File: src/rtl/eee_lpi_pkg.sv
package eee_lpi_pkg;

  typedef enum logic [1:0] {
    ST_RUN  = 2'd0,
    ST_LPI  = 2'd1,
    ST_WAKE = 2'd2
  } lpi_state_e;

  // control/status word layout
  localparam int unsigned CS_EN_BIT   = 16;
  localparam int unsigned CS_LINK_BIT = 17;
  localparam int unsigned CS_AUTO_BIT = 18;
  localparam int unsigned CS_TXST_BIT = 8;
  localparam int unsigned CS_RXST_BIT = 9;

  // event flag indices
  localparam int unsigned EV_TX_ENTER = 0;
  localparam int unsigned EV_TX_EXIT  = 1;
  localparam int unsigned EV_RX_ENTER = 2;
  localparam int unsigned EV_RX_EXIT  = 3;
  localparam int unsigned EV_COUNT    = 4;

endpackage

File: src/rtl/lpi_link_qual.sv
module lpi_link_qual #(
  parameter int unsigned LS_W = 11
) (
  input  logic            clk_i,
  input  logic            rst_ni,
  input  logic            link_good_i,
  input  logic            tick_ms_i,
  input  logic [LS_W-1:0] ls_time_i,
  output logic            stable_o
);

  logic [LS_W-1:0] good_cnt_q;

  // counts millisecond ticks while the link stays good, saturating at the limit
  always_ff @(posedge clk_i or negedge rst_ni) begin
    if (!rst_ni) begin
      good_cnt_q <= '0;
    end else if (!link_good_i) begin
      good_cnt_q <= '0;
    end else if (tick_ms_i && (good_cnt_q < ls_time_i)) begin
      good_cnt_q <= good_cnt_q + 1'b1;
    end
  end

  assign stable_o = link_good_i && (good_cnt_q >= ls_time_i);

  AST_DROP_CLEARS_STABLE: assert property (@(posedge clk_i) disable iff (!rst_ni)
    (!link_good_i && ls_time_i != '0) |=> (!stable_o || ls_time_i == '0));

endmodule

File: src/rtl/lpi_tx_seq.sv
module lpi_tx_seq
  import eee_lpi_pkg::*;
#(
  parameter int unsigned TW_W = 16
) (
  input  logic            clk_i,
  input  logic            rst_ni,
  input  logic            en_i,
  input  logic            auto_i,
  input  logic            link_good_i,
  input  logic            link_stable_i,
  input  logic            tx_idle_i,
  input  logic            tick_us_i,
  input  logic [TW_W-1:0] wake_time_i,
  output logic            lpi_tx_o,
  output logic            tx_hold_o,
  output logic            enter_o,
  output logic            exit_o
);

  lpi_state_e      state_q, state_d;
  logic [TW_W-1:0] wake_cnt_q;
  logic            wake_done;
  logic            leave_req;

  assign wake_done = (wake_cnt_q >= wake_time_i);
  assign leave_req = !en_i || !link_good_i || (auto_i && !tx_idle_i);

  always_comb begin
    state_d = state_q;
    enter_o = 1'b0;
    exit_o  = 1'b0;
    unique case (state_q)
      ST_RUN: begin
        if (en_i && link_stable_i && tx_idle_i) begin
          state_d = ST_LPI;
          enter_o = 1'b1;
        end
      end
      ST_LPI: begin
        if (leave_req) begin
          state_d = ST_WAKE;
          exit_o  = 1'b1;
        end
      end
      ST_WAKE: begin
        if (wake_done) state_d = ST_RUN;
      end
      default: state_d = ST_RUN;
    endcase
  end

  always_ff @(posedge clk_i or negedge rst_ni) begin
    if (!rst_ni) begin
      state_q <= ST_RUN;
    end else begin
      state_q <= state_d;
    end
  end

  // wake timer: restarts on exit, counts microsecond ticks while waking
  always_ff @(posedge clk_i or negedge rst_ni) begin
    if (!rst_ni) begin
      wake_cnt_q <= '0;
    end else if (exit_o) begin
      wake_cnt_q <= '0;
    end else if (state_q == ST_WAKE && tick_us_i && !wake_done) begin
      wake_cnt_q <= wake_cnt_q + 1'b1;
    end
  end

  assign lpi_tx_o  = (state_q == ST_LPI);
  assign tx_hold_o = (state_q != ST_RUN);

  AST_ENTRY_NEEDS_STABLE: assert property (@(posedge clk_i) disable iff (!rst_ni)
    $rose(lpi_tx_o) |-> $past(link_stable_i));
  AST_HOLD_AFTER_EXIT: assert property (@(posedge clk_i) disable iff (!rst_ni)
    $fell(lpi_tx_o) |-> tx_hold_o);
  AST_DISABLE_EXITS: assert property (@(posedge clk_i) disable iff (!rst_ni)
    (lpi_tx_o && !en_i) |=> !lpi_tx_o);
  AST_AUTO_EXITS: assert property (@(posedge clk_i) disable iff (!rst_ni)
    (lpi_tx_o && auto_i && !tx_idle_i) |=> !lpi_tx_o);
  AST_LINK_ABORT: assert property (@(posedge clk_i) disable iff (!rst_ni)
    (lpi_tx_o && !link_good_i) |=> !lpi_tx_o);

endmodule

File: src/rtl/lpi_status.sv
module lpi_status
  import eee_lpi_pkg::*;
(
  input  logic                clk_i,
  input  logic                rst_ni,
  input  logic                tx_enter_i,
  input  logic                tx_exit_i,
  input  logic                rx_lpi_i,
  input  logic                clr_i,
  output logic [EV_COUNT-1:0] flags_o,
  output logic                rx_state_o,
  output logic                irq_o
);

  logic                rx_q;
  logic [EV_COUNT-1:0] ev;
  logic [EV_COUNT-1:0] flags_q;

  always_comb begin
    ev              = '0;
    ev[EV_TX_ENTER] = tx_enter_i;
    ev[EV_TX_EXIT]  = tx_exit_i;
    ev[EV_RX_ENTER] = rx_lpi_i && !rx_q;
    ev[EV_RX_EXIT]  = !rx_lpi_i && rx_q;
  end

  always_ff @(posedge clk_i or negedge rst_ni) begin
    if (!rst_ni) begin
      rx_q    <= 1'b0;
      flags_q <= '0;
    end else begin
      rx_q    <= rx_lpi_i;
      flags_q <= (clr_i ? '0 : flags_q) | ev;
    end
  end

  assign flags_o    = flags_q;
  assign rx_state_o = rx_q;
  assign irq_o      = |flags_q;

  AST_ENTRY_RAISES_IRQ: assert property (@(posedge clk_i) disable iff (!rst_ni)
    tx_enter_i |=> irq_o);
  AST_EVENT_SURVIVES_READ: assert property (@(posedge clk_i) disable iff (!rst_ni)
    (clr_i && tx_exit_i) |=> flags_o[EV_TX_EXIT]);
  AST_READ_CLEARS: assert property (@(posedge clk_i) disable iff (!rst_ni)
    (clr_i && !tx_enter_i && !tx_exit_i && (rx_lpi_i == rx_q)) |=> (flags_o == '0));

endmodule

File: src/rtl/lpi_regs.sv
module lpi_regs
  import eee_lpi_pkg::*;
#(
  parameter int unsigned DATA_W = 32,
  parameter int unsigned TW_W   = 16,
  parameter int unsigned LS_W   = 11,
  parameter int unsigned LS_LSB = 16,
  parameter logic [TW_W-1:0] RST_TW = 16'd30,
  parameter logic [LS_W-1:0] RST_LS = 11'd1000
) (
  input  logic                clk_i,
  input  logic                rst_ni,
  input  logic                wr_i,
  input  logic                rd_i,
  input  logic                addr_i,
  input  logic [DATA_W-1:0]   wdata_i,
  output logic [DATA_W-1:0]   rdata_o,
  input  logic [EV_COUNT-1:0] flags_i,
  input  logic                tx_state_i,
  input  logic                rx_state_i,
  output logic                en_o,
  output logic                link_good_o,
  output logic                auto_o,
  output logic [TW_W-1:0]     wake_time_o,
  output logic [LS_W-1:0]     ls_time_o,
  output logic                clr_flags_o
);

  localparam int unsigned LS_MSB = LS_LSB + LS_W - 1;

  logic wr_ctrl, wr_tmr;
  assign wr_ctrl = wr_i && !addr_i;
  assign wr_tmr  = wr_i &&  addr_i;

  always_ff @(posedge clk_i or negedge rst_ni) begin
    if (!rst_ni) begin
      en_o        <= 1'b0;
      link_good_o <= 1'b0;
      auto_o      <= 1'b0;
    end else if (wr_ctrl) begin
      en_o        <= wdata_i[CS_EN_BIT];
      link_good_o <= wdata_i[CS_LINK_BIT];
      auto_o      <= wdata_i[CS_AUTO_BIT];
    end
  end

  always_ff @(posedge clk_i or negedge rst_ni) begin
    if (!rst_ni) begin
      wake_time_o <= RST_TW;
      ls_time_o   <= RST_LS;
    end else if (wr_tmr) begin
      wake_time_o <= wdata_i[TW_W-1:0];
      ls_time_o   <= wdata_i[LS_MSB:LS_LSB];
    end
  end

  always_comb begin
    rdata_o = '0;
    if (addr_i) begin
      rdata_o[TW_W-1:0]      = wake_time_o;
      rdata_o[LS_MSB:LS_LSB] = ls_time_o;
    end else begin
      rdata_o[EV_COUNT-1:0]  = flags_i;
      rdata_o[CS_TXST_BIT]   = tx_state_i;
      rdata_o[CS_RXST_BIT]   = rx_state_i;
      rdata_o[CS_EN_BIT]     = en_o;
      rdata_o[CS_LINK_BIT]   = link_good_o;
      rdata_o[CS_AUTO_BIT]   = auto_o;
    end
  end

  assign clr_flags_o = rd_i && !addr_i;

  AST_TIMER_STORE: assert property (@(posedge clk_i) disable iff (!rst_ni)
    wr_tmr |=> (wake_time_o == $past(wdata_i[TW_W-1:0])));

endmodule

File: src/rtl/eee_lpi_ctrl.sv
module eee_lpi_ctrl
  import eee_lpi_pkg::*;
#(
  parameter int unsigned DATA_W = 32,
  parameter int unsigned TW_W   = 16,
  parameter int unsigned LS_W   = 11,
  parameter int unsigned LS_LSB = 16,
  parameter logic [TW_W-1:0] RST_TW = 16'd30,
  parameter logic [LS_W-1:0] RST_LS = 11'd1000
) (
  input  logic              clk_i,
  input  logic              rst_ni,
  input  logic              reg_wr_i,
  input  logic              reg_rd_i,
  input  logic              reg_addr_i,
  input  logic [DATA_W-1:0] reg_wdata_i,
  output logic [DATA_W-1:0] reg_rdata_o,
  input  logic              tx_idle_i,
  input  logic              rx_lpi_i,
  input  logic              tick_us_i,
  input  logic              tick_ms_i,
  output logic              lpi_tx_o,
  output logic              tx_hold_o,
  output logic              irq_o
);

  logic                en, link_good, auto_mode, link_stable;
  logic [TW_W-1:0]     wake_time;
  logic [LS_W-1:0]     ls_time;
  logic                clr_flags, tx_enter, tx_exit, rx_state;
  logic [EV_COUNT-1:0] flags;

  lpi_regs #(
    .DATA_W(DATA_W), .TW_W(TW_W), .LS_W(LS_W), .LS_LSB(LS_LSB),
    .RST_TW(RST_TW), .RST_LS(RST_LS)
  ) i_regs (
    .clk_i       (clk_i),
    .rst_ni      (rst_ni),
    .wr_i        (reg_wr_i),
    .rd_i        (reg_rd_i),
    .addr_i      (reg_addr_i),
    .wdata_i     (reg_wdata_i),
    .rdata_o     (reg_rdata_o),
    .flags_i     (flags),
    .tx_state_i  (lpi_tx_o),
    .rx_state_i  (rx_state),
    .en_o        (en),
    .link_good_o (link_good),
    .auto_o      (auto_mode),
    .wake_time_o (wake_time),
    .ls_time_o   (ls_time),
    .clr_flags_o (clr_flags)
  );

  lpi_link_qual #(.LS_W(LS_W)) i_link (
    .clk_i       (clk_i),
    .rst_ni      (rst_ni),
    .link_good_i (link_good),
    .tick_ms_i   (tick_ms_i),
    .ls_time_i   (ls_time),
    .stable_o    (link_stable)
  );

  lpi_tx_seq #(.TW_W(TW_W)) i_seq (
    .clk_i         (clk_i),
    .rst_ni        (rst_ni),
    .en_i          (en),
    .auto_i        (auto_mode),
    .link_good_i   (link_good),
    .link_stable_i (link_stable),
    .tx_idle_i     (tx_idle_i),
    .tick_us_i     (tick_us_i),
    .wake_time_i   (wake_time),
    .lpi_tx_o      (lpi_tx_o),
    .tx_hold_o     (tx_hold_o),
    .enter_o       (tx_enter),
    .exit_o        (tx_exit)
  );

  lpi_status i_status (
    .clk_i      (clk_i),
    .rst_ni     (rst_ni),
    .tx_enter_i (tx_enter),
    .tx_exit_i  (tx_exit),
    .rx_lpi_i   (rx_lpi_i),
    .clr_i      (clr_flags),
    .flags_o    (flags),
    .rx_state_o (rx_state),
    .irq_o      (irq_o)
  );

endmodule

File: config.mk
export PLATFORM = sky130hd
export DESIGN_NAME = eee_lpi_ctrl
export DESIGN_NICKNAME = d
export VERILOG_FILES = /design/src/rtl/eee_lpi_pkg.sv /design/src/rtl/lpi_link_qual.sv /design/src/rtl/lpi_tx_seq.sv /design/src/rtl/lpi_status.sv /design/src/rtl/lpi_regs.sv /design/src/rtl/eee_lpi_ctrl.sv
export SDC_FILE = /design/constraint.sdc
export NUM_CORES = 1
export LEC_CHECK = 0
export BUFFER_PORTS_ARGS = -buffer_cell sky130_fd_sc_hd__buf_2
export CORE_MARGIN = 5
export CORE_UTILIZATION = 50
export DETAILED_ROUTE_END_ITERATION = 8
export GPL_ROUTABILITY_DRIVEN = 0
export PLACE_DENSITY = 0.73
export SLEW_MARGIN = 5
export SYNTH_ARGS = -nofsm -noshare
export SYNTH_HDL_FRONTEND = slang
export SYNTH_SLANG_ARGS = --single-unit
export TNS_END_PERCENT = 20
File: constraint.sdc
create_clock -name clk_i -period 5.55 [get_ports clk_i]
set_input_delay 0.2775 -clock clk_i [delete_from_list [all_inputs] [get_ports clk_i]]
set_output_delay 0.2775 -clock clk_i [all_outputs]
set_load 0.1 [all_outputs]
; Word-level counts from Yosys, hierarchy flattened
; Cells that the tools add are included.
; Widths: inputs -> output; s select.
[op_classes]
n_addsub = 2
n_mul = 0
div = 0
order_cmp = 3
eq_ne = 6
n_shift = 0
n_mux = 19
bitwise_logic = 1
reduce_logical = 26
[ops]
columns = operator, count
row1 = $mux 16, 2
row2 = $mux 11, 2
row3 = $add 16x1->16 const B, 1
row4 = $ge 16x16->1, 1
row5 = $logic_and 1x1->1, 12
row6 = $mux 4, 3
row7 = $add 11x1->11 const B, 1
row8 = $ge 11x11->1, 1
row9 = $lt 11x11->1, 1
row10 = $mux 2, 4
row11 = $mux 8, 1
row12 = $ne 2x1->1 const B, 4
row13 = $logic_not 1->1, 7
row14 = $mux 6, 1
row15 = $pmux 2 s3, 1
row16 = $mux 1, 4
row17 = $or 4x4->4, 1
row18 = $reduce_bool 2->1, 2
row19 = $reduce_or 4->1, 1
row20 = $mux 3, 1
row21 = $reduce_and 3->1, 1
row22 = $eq 2x1->1 const B, 1
row23 = $eq 2x2->1 const B, 1
row24 = $logic_not 2->1, 1
row25 = $logic_or 1x1->1, 2
[word_totals]
reg_bits = 64
latch_bits = 0
mem_bits_rw = 0
romBits = 0
input_bits = 41
word_cells = 67
mem_count = 0

; Logic depth before layout (Yosys ltp)
; Gate-level depths: netlist of run 1.
[depth]
ltp_word = 7
depth_mapped = 9

; Modules after synthesis
; A second synthesis of run 1 with hierarchy kept.
[hier_totals]
cells_unflattened = 386
hier_area_um2 = 4040.1
[modules_own_cells]
columns = module, n_inst, cells_per_inst, area_each_um2
row1 = lpi_regs, 1, 101, 1500.2
row2 = lpi_tx_seq, 1, 163, 1410.1
row3 = lpi_link_qual, 1, 110, 955.9
row4 = lpi_status, 1, 12, 173.9

; Worst setup path before layout of run 1
; Ideal clock, no wire load.
[synth_timing]
kind = reg2out
startpoint = reg i_regs.link_good_o
endpoint = out reg_rdata_o[17]
arrival_time_ns = 2.779
required_time_ns = 5.273
path_slack_ns = 2.494
stages_incl_launch_ff = 4
path_buffers = 1
cell_sequence = dfrtp_1 inv_1 clkbuf_1 o21ai_0
[synth_between]
elab_chain_len = 1
[synth_rtl]
columns = item, line
row1 = from (decl), lpi_regs.sv:22  ; output logic link_good_o,
row2 = from (signal assigned), lpi_regs.sv:42  ; link_good_o <= wdata_i[CS_LINK_BIT];
row3 = $mux 3, lpi_regs.sv:59  ; if (addr_i) begin
row4 = to (decl), eee_lpi_ctrl.sv:17  ; output logic [DATA_W-1:0] reg_rdata_o,
; Every way passes these cells.

; Final worst setup path of run 1
[layout_timing]
startpoint = reg i_regs.ls_time_o[8]
endpoint = reg i_link.good_cnt_q[8]
[layout_between]
elab_chain_len = 3
[layout_rtl]
columns = item, line
row1 = from (decl), lpi_regs.sv:25  ; output logic [LS_W-1:0] ls_time_o,
row2 = from (signal assigned), lpi_regs.sv:53  ; ls_time_o <= wdata_i[LS_MSB:LS_LSB];
row3 = $lt 11x11->1, lpi_link_qual.sv:20  ; end else if (tick_ms_i && (good_cnt_q < ls_time_i)) begin
row4 = $logic_and 1x1->1, lpi_link_qual.sv:20
row5 = $ne 2x1->1 (no source line), --
row6 = to (signal assigned), lpi_link_qual.sv:21  ; good_cnt_q <= good_cnt_q + 1'b1;
row7 = to (decl), lpi_link_qual.sv:12  ; logic [LS_W-1:0] good_cnt_q;
; Every way passes these cells.
; A chain may end at the register's enable or synchronous reset.

==> results by group, run 1 <==
STA
  – Clock Skew: 0.006703 ns
  – Final hold viol count: 0
  – Relative slew slack: 0.3450
  – Tmin final: 2.653 ns
  – Setup violations, final: 0
  – RSZ-0062 raised after global routing: no
  – Worst-Margin Slew: 0.9789 ns
  – Fin crit share: 0.4779
  – Setup TNS: 0 ns
  – Final slew viol count: 0
  – F_max: between 300 and 400 MHz

Routing
  – Initial DRC count: between 150 and 200
  – Post-route DRC: 0
  – Pre-antenna DRT Iters: 5
  – Post-Route WL: 8.284 mm
  – Post-route ant nets: 0
  – Vias/cell: 5.367
  – DR WL/cell: 14.82 microns
  – Via count: 3,000

Clocking
  – Hold Buf Count CTS: 0
  – Clock transition at path regs: ~0.06 ns
  – Sink Count: between 60 and 70
  – CTS tree: built
  – Post-CTS Resized: 0
  – Clk_lat worst skew: 0.34 ns
  – Clk buf depth: 2
  – CTS root buf: clkbuf_8
  – H-tree depth: 3
  – CTS buffer count: 9
  – Setup bufs post-CTS: 0

Setup path
  – CP max-delay cell: or4_1
  – Cell mode on critical path: a21oi_1
  – Worst path required time: 5.80 ns
  – Buf/Inv on CP: 1
  – CP arrival: 2.91 ns
  – Critical Path Sink Type: flip-flop
  – Cell family with most CP delay: simple AND/OR/NAND/NOR gates
  – CP Launch Type: flip-flop
  – Crit path max fanout: 18
  – Critical path's largest stage delay: 0.64 ns
  – Cell Chain, Critical Path: inv_1 -> ha_1 -> a21oi_1 -> nor2b_1 -> o21ai_1 -> nand3_1 -> or4_1 -> a21oi_1
  – Crit Path Category: flip-flop to flip-flop

Die
  – Die Span Y: 97.51 microns
  – Rows: 32
  – Die Area: between 9000 and 10,000 sq um
  – Num ports: 76
  – Chip Width: 97.51 microns
  – Area of the core: 7607 sq um
  – Starting Density: 0.5033

Power and ir drop
  – IR Drop Worst-Case VDD: around 0.00021 V
  – LEAKAGE: approximately 2.2 nW
  – Pwr Total: between 1 and 1.5 mW
  – Pwr/cell area: 300.5 nW/um^2

GRT
  – First-pass GRT wire length: 14.06 mm
  – Initial antenna violation count: 0
  – All-Layer GR Usage: 0.1814
  – Vias in the first global route: 3,032
  – Total gr overflow: 0
  – Largest net degree at the start of global routing: 65

Final layout
  – Share of cells above drive strength 1: 0.2976
  – Area Overhead vs Synth: 15.78%
  – Commonest non-fill, non-tap cell in the layout: buf_2
  – Non-Filler Instances: 559
  – Most frequent cells in the layout: 65 x buf_2, 54 x dfrtp_1, 35 x inv_1, 35 x mux2_2, 32 x nand2_1
  – Seq. cell area: 1614 sq um
  – Inserted Diodes: 0
  – Fin nets: 522
  – Fillers: slightly below 700
  – Area of the multi-input gates: 2021 sq um

Synthesis
  – Ys async rst share: 1.000
  – Post-synth top area cell: dfrtp_1
  – Post-synth top area share: 0.3529
  – Synth area leaders: dfrtp_1 35%, mux2_2 10%, ha_1 9.5%
  – Cells after synthesis: between 300 and 400
  – Mean cell area of the mapped netlist: 9.945 sq um
  – EDFF count, synth: 0
  – Main flop type after synthesis: dfrtp_1
  – Syn. warnings: 0
  – Mapped Area: 3829 sq um
  – Post-synthesis sequential area ratio: 0.4216
  – Yosys reg bits: 64
  – Synth cell types: 49

Run
  – Max-Cap Viols: 0

Min path
  – Worst Hold Class: input port to flip-flop

Placement
  – Hpwl dp: 6.033 mm
  – IO buf count: 65
  – Placed Instances: 543

Outcome
  – Status: finished clean
[flip-flops by register name, indices dropped and copies added (netlist names)]
signal	cells
i_regs.ls_time_o	11
i_regs.link_good_o	1
i_status.flags_o	4
i_status.rx_state_o	1
i_regs.en_o	1
i_link.good_cnt_q	11
i_regs.auto_o	1
i_seq.wake_cnt_q	16
i_regs.wake_time_o	16
i_seq.state_q	2
[final timing paths]
path	from	to	slack, ns	cells past startpoint
max	i_regs.ls_time_o[8]	i_link.good_cnt_q[8]	2.90	8
min	rx_lpi_i	i_status.rx_state_o	0.07	1
max reg2reg	i_regs.ls_time_o[8]	i_link.good_cnt_q[8]	2.90	8
min reg2reg	i_status.flags_o[3]	i_status.flags_o[3]	0.50	2
max in group asynchronous	rst_ni	i_status.flags_o[3]	4.90	2
min in group asynchronous	rst_ni	i_regs.wake_time_o[12]	0.11	2
[layer usage]
layer | track usage | wire [microns]
met1 | 0.2410 | 3993
met4 | 0.06496 | 106
met3 | 0.04594 | 440
met2 | 0.2868 | 3744
met5 | 0 | 0
[cells in the mapped netlist (all sizes together), types with 7 or more instances]
master / instances
dfrtp: 54
inv: 35
mux2: 35
nand2: 32
ha: 29
nor2: 22
a21oi: 20
and2: 19
nand4: 15
o21ai: 14
dfstp: 10
clkbuf: 8
nand2b: 8
buf: 7
[cell families after synthesis]
logic type,after synthesis,synth area share
buf+inv,50,0.05458
mux,40,0.1160
fa+ha+maj,29,0.09477
other cells,1,0.0009795
compound gates,60,0.1052
xor+xnor,6,0.01373
simple gates,135,0.1931
flops,64,0.4216
[where the power goes]
| part | internal (mW) | switching [mW] |
|---|---|---|
| Combinational | 0.104 | 0.279 |
| Sequential | 0.513 | 0.0304 |
| Clock | 0.231 | 0.175 |
[final cells by class]
type	count	area share
Clock buffer	13	0.03585
Sequential cell	64	0.3641
Tap cell	102	0.02879
Inverter	35	0.02964
Clock inverter	3	0.009032
Multi-Input combinational cell	275	0.4558
Timing Repair Buffer	67	0.07677
[worst reg2reg max path, delay by kind of cell (launching register included)]
kind                     cells  cell delay, ns
AND/OR/NAND/NOR              3            1.16
AO/OA/AOI/OAI                3            0.55
flip-flops                   1            0.53
adder cells (fa/ha/maj)      1            0.29
buffers and inverters        1            0.04
[through the flow]
| stage | setup slack [ns] | area, sq um | util | hold slack (ns) |
|---|---|---|---|---|
| detailed placement | 2.968 | 4234 | 0.5566 | 0.4175 |
| finish | 2.897 | 4433 | 0.5827 | 0.07382 |
| global route | 2.709 | 4433 | 0.5827 | 0.06156 |
| floorplan | 2.494 | 3844 | - | -0.01809 |
| CTS | 2.941 | 4433 | 0.5827 | 0.05532 |
| global placement | 3.013 | 4234 | 0.5566 | 0.4147 |
Power figures use the tool's default switching activity.
==> run 2, diff against run 1 <==
- ABC_AREA: default -> 1
- clock period: 5.55 -> 2.6 ns (I/O delays scaled with it)
==> run 2 against run 1 <==
Compared with the run above: via count is 19% higher; utilization is 0.14 points higher; setup slack worse by 2.3 ns; clock skew is 0.0047 ns higher; non-clock buffer count is 7 higher; final cell count is 30% higher; hold slack worse by 0.048 ns; global-route usage is 1.3 points higher; die area is 6.4% higher; largest cell class unchanged.
==> results by group, run 2 <==
Setup path
  – CP Launch Type: flip-flop (unchanged)
  – Buf/Inv on CP: 2 (was 1)
  – Critical Path Sink Type: flip-flop (unchanged)
  – Worst reg2reg path depth: 13 (was 8)
  – Reg-to-reg endpoint: i_seq.wake_cnt_q[5] (was i_link.good_cnt_q[8])
  – Critical path's largest stage delay: 0.53 ns (was 0.64 ns)
  – Crit path to: i_seq.wake_cnt_q[5] (was i_link.good_cnt_q[8])
  – CP max-delay cell: dfstp_2 (was or4_1)
  – Cell Chain, Critical Path: inv_1 -> ha_1 -> nand2_1 -> inv_1 -> nand2_1 -> nor2_1 -> nor2_1 -> nand2_1 -> nand2_2 -> nand3_4 -> nand2_4 -> nand2_1 -> nand2_1 (was inv_1 -> ha_1 -> a21oi_1 -> nor2b_1 -> o21ai_1 -> nand3_1 -> or4_1 -> a21oi_1)
  – Worst path required time: 2.87 ns (was 5.80 ns)
  – Worst r2r src: i_regs.wake_time_o[4] (was i_regs.ls_time_o[8])
  – Cell mode on critical path: nand2_1 (was a21oi_1)
  – Worst setup path startpoint: i_regs.wake_time_o[4] (was i_regs.ls_time_o[8])
  – Crit path max fanout: 17 (was 18)
  – R2R Setup Slk: 0.55 ns (was 2.90 ns)
  – Crit Path Category: flip-flop to flip-flop (unchanged)
  – Critical Path Stages: 13 (was 8)
  – CP arrival: 2.33 ns (was 2.91 ns)
  – Cell family with most CP delay: simple AND/OR/NAND/NOR gates (unchanged)

Power and ir drop
  – Pwr/cell area: 630.5 nW/um^2 (was 300.5 nW/um^2)
  – Sw frac: 0.3883 (was 0.3630)
  – Pwr Total: 2.980 mW (was 1.332 mW)
  – Combinational power share: 0.302 (was 0.287)
  – Reg power frac: 0.406 (was 0.408)
  – P_int: 1.823 mW (was 848.7 uW)
  – IR Drop Worst-Case VDD: 0.0003483 V (was 0.0002132 V)
  – LEAKAGE: 2.676 nW (was 2.225 nW)
  – Clock Power Share: 0.292 (was 0.304)
  – P_sw: 1.157 mW (was 483.6 uW)

STA
  – Final hold viol count: 0 (unchanged)
  – Worst-Margin Slew: 0.5367 ns (was 0.9789 ns)
  – Fin crit share: 0.7890 (was 0.4779)
  – Hold_ws: 0.02572 ns (was 0.07382 ns)
  – Tmin final: 2.052 ns (was 2.653 ns)
  – Setup TNS: 0 ns (unchanged)
  – Setup violations, final: 0 (unchanged)
  – Clock Skew: 0.01142 ns (was 0.006703 ns)
  – RSZ-0062 raised after global routing: no (unchanged)
  – Relative slew slack: 0.6422 (was 0.3450)
  – Final slew viol count: 0 (unchanged)
  – F_max: 487.4 MHz (was 377.0 MHz)

GRT
  – Total gr overflow: 0 (unchanged)
  – All-Layer GR Usage: 0.1940 (was 0.1814)
  – Vias in the first global route: 3,530 (was 3,032)
  – Largest net degree at the start of global routing: 54 (was 65)
  – Initial antenna violation count: 0 (unchanged)
  – First-pass GRT wire length: 15.80 mm (was 14.06 mm)

Synthesis
  – Ys async rst share: 1.000 (unchanged)
  – Cells after synthesis: 549 (was 385)
  – Post-synth top area share: 0.3293 (was 0.3529)
  – Mean cell area of the mapped netlist: 7.475 sq um (was 9.945 sq um)
  – Yosys reg bits: 64 (unchanged)
  – Syn. warnings: 0 (unchanged)
  – Post-synth top area cell: dfrtp_1 (unchanged)
  – Post-synth top cells: 141 x nand2_1, 80 x inv_1, 56 x nor2_1, 54 x dfrtp_1, 41 x nand3_1 (was 54 x dfrtp_1, 35 x inv_1, 35 x mux2_2, 32 x nand2_1, 29 x ha_1)
  – EDFF count, synth: 0 (unchanged)
  – Post-synthesis sequential area ratio: 0.3933 (was 0.4216)
  – Most numerous cell in the Yosys netlist: nand2_1 (was dfrtp_1)
  – Main flop type after synthesis: dfrtp_1 (unchanged)
  – Synth area leaders: dfrtp_1 33%, nand2_1 13%, ha_1 8.8% (was dfrtp_1 35%, mux2_2 10%, ha_1 9.5%)
  – Mapped Area: 4104 sq um (was 3829 sq um)
  – Synth cell types: 36 (was 49)

Routing
  – Pre-antenna DRT Iters: 4 (was 5)
  – Initial DRC count: 184 (was 162)
  – Via count: 3,574 (was 3,000)
  – Post-Route WL: 9.197 mm (was 8.284 mm)
  – DR WL/cell: 12.69 microns (was 14.82 microns)
  – Post-route ant nets: 0 (unchanged)
  – Post-route DRC: 0 (unchanged)
  – Vias/cell: 4.930 (was 5.367)

Die
  – Starting Density: 0.5071 (was 0.5033)
  – Num ports: 76 (unchanged)
  – Die Area: 10,120 sq um (was 9507 sq um)
  – Chip Width: 100.6 microns (was 97.51 microns)
  – Die Span Y: 100.6 microns (was 97.51 microns)
  – Rows: 33 (was 32)
  – Area of the core: 8093 sq um (was 7607 sq um)

Final layout
  – Util after Layout: 0.5841 (was 0.5827)
  – Commonest non-fill, non-tap cell in the layout: nand2_1 (was buf_2)
  – Area Overhead vs Synth: 15.18% (was 15.78%)
  – Inserted Diodes: 0 (unchanged)
  – Largest regs: i_regs.wake_time_o x16, i_seq.wake_cnt_q x16 (unchanged)
  – Share of cells above drive strength 1: 0.1823 (was 0.2976)
  – Most frequent cells in the layout: 141 x nand2_1, 80 x inv_1, 65 x buf_2, 56 x nor2_1, 54 x dfrtp_1 (was 65 x buf_2, 54 x dfrtp_1, 35 x inv_1, 35 x mux2_2, 32 x nand2_1)
  – Fin nets: 685 (was 522)

Placement
  – IO buf count: 65 (unchanged)
  – Hpwl dp: 6.871 mm (was 6.033 mm)

Clocking
  – Clock transition at path regs: 0.07 ns (was 0.06 ns)
  – H-tree depth: 3 (unchanged)
  – CTS buffer count: 9 (unchanged)
  – CTS root buf: clkbuf_8 (unchanged)
  – Clk_lat worst skew: 0.34 ns (about the same)
  – Sink Count: 64 (unchanged)
  – Setup bufs post-CTS: 0 (unchanged)
  – Clk buf depth: 2 (unchanged)
  – CTS tree: built (unchanged)

Run
  – Max-Cap Viols: 0 (unchanged)

Min path
  – Worst Hold Class: input port to flip-flop (unchanged)
  – Worst Hold Depth: 3 (was 1)

Outcome
  – Status: finished clean (unchanged)
-- run 2: per-stage QoR --
step	instances	area [sq um]	setup WS (ns)
3_3_place_gp	707	4499	0.6543
4_1_cts	725	4727	0.5481
5_1_grt	725	4727	0.3884
2_1_floorplan	553	4119	-0.01551
3_5_place_dp	707	4499	0.5699
6_report	725	4727	0.5485
-- run 2: kinds of logic (layout without fill, tap and decap cells) --
logic type | count (synthesis) | count (layout) | synth area share
muxes | 1 | 1 | 0.002744
buffers and inverters | 105 | 172 | 0.1067
xor gates and xnor gates | 20 | 20 | 0.04268
and+or+nand+nor | 273 | 273 | 0.2939
DFF | 64 | 64 | 0.3933
AOI/OAI and AO/OA | 56 | 56 | 0.07134
other | 1 | 5 | 0.0009138
adders and majority gates | 29 | 29 | 0.08842
-- run 2: tightest hold or removal path: cells and delay by family --
family,cells,cell delay [ns]
buf+inv,1,0.10
simple gates,1,0.09
compound gates,1,0.05
-- run 2: how the worst min path moves through the flow --
| stage | startpoint | endpoint | slack, ns |
|---|---|---|---|
| 4_1_cts | reg_wdata_i[2] | i_regs.wake_time_o[2] | 0.01 |
| 6_report | reg_wdata_i[2] | i_regs.wake_time_o[2] | 0.03 |
| 3_3_place_gp | rst_ni | i_link.good_cnt_q[4] | 0.15 |
| 3_5_place_dp | rst_ni | i_link.good_cnt_q[5] | 0.14 |
| 5_1_grt | reg_wdata_i[22] | i_regs.ls_time_o[6] | 0.02 |
| 2_1_floorplan | rst_ni | i_link.good_cnt_q[0] | -0.17 |
-- run 2: final cells by class --
type / count / area [sq um]
Multi-Input combinational cell: 384 / 2067
Timing Repair Buffer: 74 / 397.9
Inverter: 82 / 309.0
Clock buffer: 12 / 155.1
Clock inverter: 4 / 52.55
Sequential cell: 64 / 1614
Fill cell: 765 / 3366
Tap cell: 105 / 131.4
-- run 2: power by group through the flow --
| stage | registers, mW | clock network [mW] | logic, mW |
|---|---|---|---|
| global placement | 1.22 | 0 | 0.885 |
| CTS | 1.21 | 0.899 | 0.908 |
| detailed placement | 1.23 | 0 | 0.899 |
| global route | 1.22 | 0.937 | 1.00 |
| finish | 1.21 | 0.871 | 0.900 |
| floorplan | 1.20 | 0 | 0.739 |
-- run 2: what timing repair did --
action,CTS,global route
endpoints found under the hold margin,19,0
hold buffers,2,0
resized for setup,0,0
-- run 2: per-layer routing --
metal | track usage | part of all wire
met3 | 0.03668 | 0.063
met5 | 0 | 0
met4 | 0.07254 | 0.012
met2 | 0.3241 | 0.46
met1 | 0.2494 | 0.46
==> run 3, diff against run 2 <==
- ABC_AREA: 1 -> 0
- clock period: 2.6 -> 2.01 ns (I/O delays scaled with it)
==> run 3 against run 2 <==
Compared with the run above: the flow now finishes with violations (negative setup slack); design area up 16%; routed wire length up 15%; combinational power up 47%; clock skew down 0.00052 ns; critical path depth down 5; count of clock-buffer cells in the layout up 1; sequential power up 23%; final cell count down 10%; non-clock buffer count up 85.
==> results by group, run 3 (same netlist as run 1, synthesis figures left out) <==
Outcome
  – Status: finished, violations left (was finished clean)
  – Failing checks: negative setup slack

Die
  – Rows: 32 (was 33)
  – Die Area: 9507 sq um (was 10,120 sq um)
  – Area of the core: 7607 sq um (was 8093 sq um)
  – Chip Width: 97.51 microns (was 100.6 microns)
  – Starting Density: 0.5033 (was 0.5071)
  – Num ports: 76 (unchanged)
  – Die Span Y: 97.51 microns (was 100.6 microns)

STA
  – Final worst slack: -0.2950 ns (was 0.5485 ns)
  – Fin crit share: 1.147 (was 0.7890)
  – Worst-Margin Slew: 1.047 ns (was 0.5367 ns)
  – Final slew viol count: 0 (unchanged)
  – Relative slew slack: 0.2996 (was 0.6422)
  – RSZ-0062 raised after global routing: yes (was no)
  – Hold_ws: 0.009358 ns (was 0.02572 ns)
  – Clock Skew: 0.01089 ns (was 0.01142 ns)
  – Tmin final: 2.305 ns (was 2.052 ns)
  – F_max: 433.8 MHz (was 487.4 MHz)
  – Final hold viol count: 0 (unchanged)
  – Setup violations, final: 26 (was 0)

GRT
  – Initial antenna violation count: 0 (unchanged)
  – Largest net degree at the start of global routing: 65 (was 54)
  – First-pass GRT wire length: 16.89 mm (was 15.80 mm)
  – All-Layer GR Usage: 0.2197 (was 0.1940)
  – Vias in the first global route: 3,590 (was 3,530)
  – Total gr overflow: 0 (unchanged)

Setup path
  – Worst path required time: 2.28 ns (was 2.87 ns)
  – Crit Path Category: flip-flop to flip-flop (unchanged)
  – Cell Chain, Critical Path: inv_2 -> ha_4 -> a2111oi_4 -> nor4_4 -> buf_4 -> or3_4 -> or3_1 -> a21oi_1 (was inv_1 -> ha_1 -> nand2_1 -> inv_1 -> nand2_1 -> nor2_1 -> nor2_1 -> nand2_1 -> nand2_2 -> nand3_4 -> nand2_4 -> nand2_1 -> nand2_1)
  – CP Launch Type: flip-flop (unchanged)
  – CP max-delay cell: dfstp_2 (unchanged)
  – Buf/Inv on CP: 2 (unchanged)
  – CP arrival: 2.57 ns (was 2.33 ns)
  – Crit path max fanout: 3 (was 17)
  – Critical path's largest stage delay: 0.54 ns (was 0.53 ns)
  – Critical Path Sink Type: flip-flop (unchanged)
  – Cell family with most CP delay: simple AND/OR/NAND/NOR gates (unchanged)

Power and ir drop
  – Reg power frac: 0.377 (was 0.406)
  – Pwr/cell area: 721.7 nW/um^2 (was 630.5 nW/um^2)
  – Combinational power share: 0.334 (was 0.302)
  – Clock Power Share: 0.290 (was 0.292)
  – Sw frac: 0.3638 (was 0.3883)
  – P_int: 2.516 mW (was 1.823 mW)
  – LEAKAGE: 2.662 nW (was 2.676 nW)
  – IR Drop Worst-Case VDD: 0.0004399 V (was 0.0003483 V)
  – Pwr Total: 3.955 mW (was 2.980 mW)
  – P_sw: 1.439 mW (was 1.157 mW)

Placement
  – Hpwl dp: 6.850 mm (was 6.871 mm)
  – IO buf count: 65 (unchanged)

Final layout
  – Largest regs: i_regs.wake_time_o x16, i_seq.wake_cnt_q x16 (unchanged)
  – Commonest non-fill, non-tap cell in the layout: buf_4 (was nand2_1)
  – Area Overhead vs Synth: 43.14% (was 15.18%)
  – Most frequent cells in the layout: 66 x buf_4, 65 x buf_2, 54 x dfrtp_1, 35 x mux2_2, 32 x nand2_1 (was 141 x nand2_1, 80 x inv_1, 65 x buf_2, 56 x nor2_1, 54 x dfrtp_1)
  – Fin nets: 615 (was 685)
  – Share of cells above drive strength 1: 0.4436 (was 0.1823)
  – Fillers: 543 (was 765)
  – Inserted Diodes: 0 (unchanged)

Clocking
  – CTS buffer count: 9 (unchanged)
  – Clock transition at path regs: 0.07 ns (about the same)
  – Sink Count: 64 (unchanged)
  – CTS root buf: clkbuf_8 (unchanged)
  – Clk_lat worst skew: 0.34 ns (about the same)
  – CTS tree: built (unchanged)
  – H-tree depth: 3 (unchanged)
  – Clk buf depth: 2 (unchanged)

Routing
  – Post-route ant nets: 0 (unchanged)
  – Post-Route WL: 10.57 mm (was 9.197 mm)
  – Vias/cell: 5.350 (was 4.930)
  – Pre-antenna DRT Iters: 4 (unchanged)
  – Via count: 3,488 (was 3,574)
  – Initial DRC count: 202 (was 184)
  – Post-route DRC: 0 (unchanged)
  – DR WL/cell: 16.21 microns (was 12.69 microns)

Min path
  – Worst Hold Class: input port to flip-flop (unchanged)

Run
  – Max-Cap Viols: 0 (unchanged)
==> run 3: changes by cell type in the layout (fill, tap and decap cells not counted), moves of 8 or more <==
cell,before,now
nand2_1,141,32
buf_4,7,66
inv_1,80,29
nand3_1,41,6
mux2_2,1,35
nor2_1,56,22
dlygate4sd3_1,2,26
a21oi_1,32,11
and2_1,0,19
xor2_1,13,0
o21ai_0,18,8
ha_1,29,20
ha_4,0,9
a21oi_2,1,9
==> run 3: metal layers <==
metal  GRT usage  vias up  routed length (microns)
li1            -     1674                        -
met1      0.2687     1683                     4413
met2      0.3806      112                     5368
met3     0.05097       19                      587
met4     0.07348        0                      203
met5           0        -                        0
==> run 3: metrics by stage <==
stage / setup TNS [ns] / setup slack [ns] / cells / cell area, sq um / utilization
after floorplan: -1.595 / -0.1766 / 389 / 3844 / -
after global placement: -6.381 / -0.3859 / 602 / 4690 / 0.6164
after detailed placement: -7.989 / -0.4685 / 602 / 4690 / 0.6164
after CTS: -5.773 / -0.3000 / 651 / 5336 / 0.7015
after global routing: -6.324 / -0.3677 / 652 / 5480 / 0.7204
final: -4.004 / -0.2950 / 652 / 5480 / 0.7204
==> run 3: cell type report <==
| type | count | area [sq um] | area share |
|---|---|---|---|
| clock buffer | 13 | 158.9 | 0.02900 |
| clock inverter | 3 | 40.04 | 0.007306 |
| inverter | 35 | 131.4 | 0.02397 |
| multi-input combinational | 276 | 2296 | 0.4189 |
| sequential | 64 | 1614 | 0.2945 |
| tap | 102 | 127.6 | 0.02329 |
| timing repair buffer | 159 | 1112 | 0.2030 |
==> run 3: worst paths after layout <==
| path | startpoint | to | slack [ns] | depth (start not counted) |
|---|---|---|---|---|
| max | i_regs.wake_time_o[1] | i_seq.wake_cnt_q[15] | -0.30 | 8 |
| min in group asynchronous | rst_ni | i_regs.wake_time_o[12] | 0.28 | 3 |
| min reg2reg | i_status.flags_o[1] | i_status.flags_o[1] | 0.50 | 2 |
| min | reg_wdata_i[16] | i_regs.ls_time_o[0] | 0.009 | 2 |
| max reg2reg | i_regs.wake_time_o[1] | i_seq.wake_cnt_q[15] | -0.30 | 8 |
| max in group asynchronous | rst_ni | i_regs.wake_time_o[1] | 1.37 | 3 |
==> run 3: power by group through the flow <==
stage	Clock (mW)	Sequential [mW]	Combinational (mW)
after detailed placement	0	1.51	1.22
after global placement	0	1.50	1.20
after CTS	1.16	1.49	1.30
final	1.15	1.49	1.32
after floorplan	0	1.50	0.887
after global routing	1.22	1.50	1.42
==> run 3: repair_timing <==
item	in CTS	in global routing
pin swaps	18	17
gates resized for setup	19	29
endpoints found under the setup margin	28	29
hold endpoints to repair	81	0
buffers inserted	6	1
cloned	1	0
hold buffers	26	0
